[config.mk]
export PLATFORM = sky130hd
export DESIGN_NAME = cyc_irq_timer
export DESIGN_NICKNAME = d
export VERILOG_FILES = /design/src/rtl/cyc_irq_timer_pkg.sv /design/src/rtl/cyc_irq_load_seq.sv /design/src/rtl/cyc_irq_downcnt.sv /design/src/rtl/cyc_irq_flags.sv /design/src/rtl/cyc_irq_timer.sv
export SDC_FILE = /design/constraint.sdc
export NUM_CORES = 1
export LEC_CHECK = 0
export ABC_AREA = 1
export BUFFER_PORTS_ARGS = -buffer_cell sky130_fd_sc_hd__clkbuf_2
export CAP_MARGIN = 20
export CELL_PAD_IN_SITES_DETAIL_PLACEMENT = 0
export CELL_PAD_IN_SITES_GLOBAL_PLACEMENT = 1
export CORE_MARGIN = 8
export CORE_UTILIZATION = 37
export DETAILED_ROUTE_END_ITERATION = 6
export GPL_TIMING_DRIVEN = 0
export PLACE_DENSITY_LB_ADDON = 0.15
export SLEW_MARGIN = 15
export SYNTH_ARGS = -nofsm -noshare
export SYNTH_HDL_FRONTEND = slang
export SYNTH_HIERARCHICAL = 1
export SYNTH_SLANG_ARGS = --single-unit
[constraint.sdc]
create_clock -name clk -period 2.2 [get_ports clk]
set_input_delay 0.55 -clock clk [delete_from_list [all_inputs] [get_ports clk]]
set_output_delay 0.55 -clock clk [all_outputs]
set_load 0.005 [all_outputs]
[src/rtl/cyc_irq_timer_pkg.sv]
package cyc_irq_timer_pkg;

    localparam int BUS_W  = 8;
    localparam int CNT_W  = 2 * BUS_W;
    localparam int EN_BIT = 4;

    typedef logic [BUS_W-1:0] byte_t;
    typedef logic [CNT_W-1:0] count_t;

    // Lane selected by the byte toggle
    typedef enum logic {
        LANE_LO = 1'b0,
        LANE_HI = 1'b1
    } lane_e;

    // Events seen in one cycle, derived at the top level
    typedef struct packed {
        logic dec;
        logic fire;
        logic load;
        logic ctrl;
        logic ack;
    } evt_t;

    function automatic count_t merge_lane(input count_t cur, input byte_t b, input lane_e lane);
        count_t r;
        r = cur;
        if (lane == LANE_HI) r[CNT_W-1:BUS_W] = b;
        else                 r[BUS_W-1:0]     = b;
        return r;
    endfunction

    function automatic logic is_zero(input count_t c);
        return (c == '0);
    endfunction

endpackage

[src/rtl/cyc_irq_load_seq.sv]
module cyc_irq_load_seq
    import cyc_irq_timer_pkg::*;
(
    input  logic   clk,
    input  logic   rst,
    input  logic   wr_load,
    input  logic   wr_ctrl,
    input  byte_t  wdata,
    input  count_t cnt_cur,
    output count_t ld_val,
    output logic   tgl_hi_q
);
    lane_e lane_q;
    lane_e lane_d;

    // Byte lanes: each lane either takes the write data or keeps the counter's byte
    for (genvar g = 0; g < 2; g++) begin : g_lane
        always_comb begin
            if ((g == 1) == (lane_q == LANE_HI))
                ld_val[g*BUS_W +: BUS_W] = wdata;
            else
                ld_val[g*BUS_W +: BUS_W] = cnt_cur[g*BUS_W +: BUS_W];
        end
    end

    always_comb begin
        lane_d = lane_q;
        if (wr_ctrl)
            lane_d = LANE_HI;
        else if (wr_load)
            lane_d = (lane_q == LANE_HI) ? LANE_LO : LANE_HI;
    end

    always_ff @(posedge clk) begin
        if (rst) lane_q <= LANE_HI;
        else     lane_q <= lane_d;
    end

    assign tgl_hi_q = (lane_q == LANE_HI);

endmodule

[src/rtl/cyc_irq_downcnt.sv]
module cyc_irq_downcnt
    import cyc_irq_timer_pkg::*;
(
    input  logic   clk,
    input  logic   rst,
    input  logic   load,
    input  count_t ld_val,
    input  logic   dec,
    output count_t cnt_q,
    output logic   zero
);
    count_t cnt_d;

    always_comb begin
        cnt_d = cnt_q;
        if (load)     cnt_d = ld_val;
        else if (dec) cnt_d = cnt_q - count_t'(1);
    end

    always_ff @(posedge clk) begin
        if (rst) cnt_q <= '0;
        else     cnt_q <= cnt_d;
    end

    assign zero = is_zero(cnt_q);

endmodule

[src/rtl/cyc_irq_flags.sv]
module cyc_irq_flags
    import cyc_irq_timer_pkg::*;
(
    input  logic clk,
    input  logic rst,
    input  evt_t evt,
    input  logic ctrl_en_bit,
    output logic en_q,
    output logic pend_q
);
    logic en_d;
    logic pend_d;

    always_comb begin
        en_d = en_q;
        if (evt.ctrl)      en_d = ctrl_en_bit;
        else if (evt.fire) en_d = 1'b0;
    end

    always_comb begin
        pend_d = pend_q;
        if (evt.fire)     pend_d = 1'b1;
        else if (evt.ack) pend_d = 1'b0;
    end

    always_ff @(posedge clk) begin
        if (rst) begin
            en_q   <= 1'b0;
            pend_q <= 1'b0;
        end else begin
            en_q   <= en_d;
            pend_q <= pend_d;
        end
    end

endmodule

[src/rtl/cyc_irq_timer.sv]
module cyc_irq_timer
    import cyc_irq_timer_pkg::*;
(
    input  logic             clk,
    input  logic             rst,
    input  logic             cyc_tick,
    input  logic             wr_load,
    input  logic             wr_ctrl,
    input  logic             wr_ack,
    input  logic [BUS_W-1:0] wdata,
    output logic             irq,
    output logic [CNT_W-1:0] cnt_q,
    output logic             en_q,
    output logic             pend_q,
    output logic             tgl_hi_q
);
    evt_t   evt;
    count_t ld_val;
    logic   cnt_zero;

    always_comb begin
        evt.dec  = cyc_tick & en_q;
        evt.fire = cyc_tick & en_q & cnt_zero;
        evt.load = wr_load;
        evt.ctrl = wr_ctrl;
        evt.ack  = wr_ack;
    end

    cyc_irq_load_seq u_ld (
        .clk      (clk),
        .rst      (rst),
        .wr_load  (evt.load),
        .wr_ctrl  (evt.ctrl),
        .wdata    (wdata),
        .cnt_cur  (cnt_q),
        .ld_val   (ld_val),
        .tgl_hi_q (tgl_hi_q)
    );

    cyc_irq_downcnt u_cnt (
        .clk    (clk),
        .rst    (rst),
        .load   (evt.load),
        .ld_val (ld_val),
        .dec    (evt.dec),
        .cnt_q  (cnt_q),
        .zero   (cnt_zero)
    );

    cyc_irq_flags u_flg (
        .clk         (clk),
        .rst         (rst),
        .evt         (evt),
        .ctrl_en_bit (wdata[EN_BIT]),
        .en_q        (en_q),
        .pend_q      (pend_q)
    );

    assign irq = pend_q;

endmodule

=== Yosys cells after proc, flatten, opt, wreduce, memory -nomap -nowiden ===
Cells that the tools add are included.

* Reductions and logical operators: 7
* Add/sub/neg operators: 1
* Multiplexer cells: 9
* Equal/unequal tests: 2
* Bitwise logic cells: 2

{| class="wikitable"
|+ Operators with widths
! operator !! number
|-
| $mux 16 || 2
|-
| $logic_not 16->1 || 1
|-
| $mux 8 || 2
|-
| $sub 16x1->16 const B || 1
|-
| $reduce_bool 2->1 || 3
|-
| $mux 1 || 5
|-
| $reduce_and 2->1 || 2
|-
| $and 1x1->1 || 2
|-
| $ne 2x1->1 const B || 1
|-
| $ne 2x2->1 const B || 1
|-
| $reduce_or 2->1 || 1
|}

* Logic and storage cells: 26
* Bits of input ports: 14
* Output and inout bits: 20
* Bits in registers: 19

=== Longest topological paths before layout ===
* Depth after elaboration: 4
* Depth in mapped cells: 13
* Mapped depth without buffers: 13

=== Cells and area by module ===
The synthesis kept the hierarchy.

{| class="wikitable"
|+ Modules (own cells, without submodules)
! module !! area each (µm²) !! cells an instance !! times used
|-
| cyc_irq_downcnt || 1,114.8 || 174 || 1
|-
| cyc_irq_load_seq || 289.0 || 51 || 1
|-
| cyc_irq_flags || 80.1 || 12 || 1
|-
| cyc_irq_timer || 25.0 || 5 || 1
|}

=== Least setup slack after synthesis ===
Ideal clock, no wire load.

* Path kind: register to register
* Start: register u_cnt.cnt_q[0]
* End: register u_flg.en_q
* Path buffers: 0
* Arrival time: 1,518 ps
* Stages on the path, launching flop included: 14
* Clock period less this slack: 1,632 ps
* Slack: 568 ps
* Data required time: 2,086 ps
* Setup time: 114 ps
* Cell sequence: dfxtp_1 > inv_2 > ha_1 > nand2_1 > nor2_2 > nand2_1 > nor2_2 > nand2_1 > nor4_1 > inv_1 > nor2_2 > inv_1 > a21oi_1 > nor2_1

{| class="wikitable"
|+ RTL lines
! element !! line !! RTL
|-
| from (decl) || cyc_irq_downcnt.sv:9 || <nowiki>output count_t cnt_q,</nowiki>
|-
| from (signal assigned) || cyc_irq_downcnt.sv:22 || <nowiki>else cnt_q <= cnt_d;</nowiki>
|-
| to (signal assigned) || cyc_irq_flags.sv:31 || <nowiki>en_q <= en_d;</nowiki>
|-
| to (decl) || cyc_irq_flags.sv:8 || <nowiki>output logic en_q,</nowiki>
|}

==> results.yml <==
outcome:
  status: "complete, no violations"
power_and_ir_drop:
  swShare: 0.366
  pwr-share-clk: 0.255
  p_switching_uw: 360
  vdd_drop_max_mv: 0.256
  p_per_area_nw_per_um2: 552
  combPwrFrac: 0.334
  intPower_uw: 624
  power_frac_seq: 0.410
  p_leak_nw: 0.886
logic_synthesis:
  synthSimpleGateAreaFrac: 0.364
  synth_area_leader_cell: "dfxtp_1"
  synth_area_sq_um: 1510
  synth-compound-area-share: 0.190
  yosys_register_bits: 19
  synth_fa_ha_area_frac: 0.00829
  yosys_warnings: 6
  synth_area_leaders: "dfxtp_1 25%, nand2_1 17%, inv_1 9.0%"
  syn_avg_cell_area_sq_um: 6.24
  syn-instance-count: 242
  synthArstFlopShare: 0
  synth_edf_count: 0
  synth-xor-area-share: 0.0224
  synth_flop_cell: "dfxtp_1"
  muxShareOfSynthArea: 0
  synth_nets: 257
  synth_cell_types: 33
  synth_seq_area_share: 0.252
  synth_top_family_by_area: "simple AND/OR/NAND/NOR gates"
  yosys.area.top_type_share: 0.252
cts:
  clockBufferDepth: 2
  ctsHoldBuffers: 0
  htreeDepth: 1
  cts.sinks: 19
  cts_post_setup_buffers_inserted: 0
  ctsResizeCount: 0
  root_buffer: "clkbuf_8"
  cts.clk_slew.worst_paths_ns: 0.08
  cts_buffers: 3
  clk_latency_ns: 0.25
  cts_tree: "built"
run:
  max-cap-violations: 0
sta:
  worstMarginPinSlew_ns: 0.573
  finClkSkew_ns: 0.00244
  rsz0062_at_grt: "no"
  whs_ns: 0.479
  setup_viol: 0
  hold_violations: 0
  drv_slew: 0
  max_slew_margin: 0.618
  fin_crit_sh: 0.894
  max_freq_mhz: 508
  min_period_ns: 1.97
  setup_tns_ns: 0
drt:
  wl_per_cell_um: 13.8
  drc: 0
  routed_wl_um: 4530
  firstDrtPassIters: 6
  first_iter_violations: 105
  vias: 1562
  drtAntennaViolNets: 0
  viasPerCell: 4.75
placement:
  gp_congestion: 0.828
  dp_hpwl_um: 3380
  portBuffers: 33
floorplanning:
  fp.dieW_um: 79.9
  rows: 23
  dieArea_sq_um: 6380
  start_util: 0.380
  fp.coreArea_sq_um: 3970
  dieHeight_um: 79.9
  io_pins: 34
cells_and_area:
  finalNetCount: 295
  diodes: 0
  drive_gt1_frac: 0.251
  syn2layout_area_growth_pct: 18.1
grt:
  grt_pass1_vias: 1567
  grt_max_degree: 11
  antenna_found_initial: 0
  grt_overflow: 0
  grt_pass1_wl_um: 7800
  track_usage: 0.151
worst_setup_path:
  slowest_delay_ns: 0.33
  crit_path_end_kind: "flip-flop"
  crit_family: "simple AND/OR/NAND/NOR gates"
  worstPathMaxFanout: 4
  critical_path_required_ns: 2.36
  crit_arrival_ns: 2.12
  worstPathCellList: "inv_2 > ha_1 > nand2_1 > nor2_2 > nand2_1 > nor2_2 > nand2_1 > nor4_1 > inv_1 > nor2_2 > inv_1 > a21oi_1 > nor2_1"
  cpMaxStageDelayCell: "dfxtp_1"
  startpoint_type: "flip-flop"
  timing.critical_path.buf_inv: 3
  critPathKind: "flip-flop to flip-flop"
hold_path:
  worstHoldPathType: "flip-flop to flip-flop"
-- final cells by class --
type / count / area (sq um)
fillers: 434 / 2190
multi-input cells: 173 / 882
flip-flops and latches: 19 / 380
repair buffers: 33 / 165
inverters: 41 / 161
plain buffers: 9 / 85.1
well taps: 50 / 62.6
clock buffers: 4 / 45.0
-- synthesized netlist by cell type (2+ instances only) --
cell type	count
a31oi_1	5
buf_4	2
nand2_2	2
o21ai_2	5
o21ai_0	14
nand4_1	3
xor2_1	2
nor2_1	21
buf_6	2
nand2_1	67
inv_2	4
a21oi_1	11
nor2_2	9
buf_2	2
o21ai_1	2
nand3_1	14
a22oi_1	8
dfxtp_1	19
inv_1	36
-- flip-flops by register name, indices dropped and copies added, names as in the netlist --
name           cells
u_cnt/cnt_q       16
u_flg/pend_q       1
u_ld/tgl_hi_q      1
u_flg/en_q         1
-- worst min-delay path: stages, from the launching register on --
cell and delay, ns:
dfxtp_1 0.32, nand2_1 0.06, a21oi_1 0.05
-- final timing paths --
| check | startpoint | end | slack [ns] | cells after the start |
|---|---|---|---|---|
| max | u_cnt/cnt_q[0]$_SDFFE_PP0P_ | u_flg/en_q$_SDFFE_PP0P_ | 0.23 | 13 |
| min | u_flg/pend_q$_SDFFE_PP0P_ | u_flg/pend_q$_SDFFE_PP0P_ | 0.48 | 2 |
| min reg2reg | u_flg/pend_q$_SDFFE_PP0P_ | u_flg/pend_q$_SDFFE_PP0P_ | 0.48 | 2 |
| max reg2reg | u_cnt/cnt_q[0]$_SDFFE_PP0P_ | u_flg/en_q$_SDFFE_PP0P_ | 0.23 | 13 |
-- metal layers --
metal  wire (um)  track usage  share of wire  up-vias
li1            -            -              -      840
met1        2180        0.199           0.48      689
met2        2090        0.250           0.46       31
met3         241       0.0236          0.053        2
met4          16       0.0327         0.0035        0
met5           0            0              0        -
-- power by group through the flow --
stage	Combinational (mW)	Clock, mW	Sequential (mW)
2_1_floorplan	0.239	0	0.405
3_3_place_gp	0.327	0	0.412
3_5_place_dp	0.329	0	0.412
4_1_cts	0.331	0.265	0.403
5_1_grt	0.376	0.284	0.409
6_report	0.329	0.251	0.404
-- cell usage in the layout, fill, tap and decap left out, types with 3 or more instances in the layout --
cell	n
nand2_1	67
inv_1	36
clkbuf_2	33
nor2_1	21
dfxtp_1	19
o21ai_0	14
nand3_1	14
a21oi_1	11
nor2_2	9
a22oi_1	8
a31oi_1	5
o21ai_2	5
clkbuf_8	4
inv_2	4
nand4_1	3
-- stage by stage --
| step | setup slack (ns) | util | instance area, sq um | power (mW) | cells |
|---|---|---|---|---|---|
| floorplan | 0.568 | - | 1510 | 0.644 | 242 |
| global placement | 0.201 | 0.437 | 1740 | 0.739 | 325 |
| detailed placement | 0.231 | 0.437 | 1740 | 0.741 | 325 |
| CTS | 0.213 | 0.449 | 1780 | 0.999 | 329 |
| global route | 0.0559 | 0.449 | 1780 | 1.07 | 329 |
| finish | 0.233 | 0.449 | 1780 | 0.984 | 329 |
-- kinds of logic (layout without fill, tap and decap cells) --
family | count (synthesis) | in the layout
simple gates | 122 | 122
buf+inv | 50 | 87
compound gates | 47 | 47
flops | 19 | 19
xor+xnor | 3 | 3
fa+ha+maj | 1 | 1
Note: power is estimated with default switching activity, not from simulation.
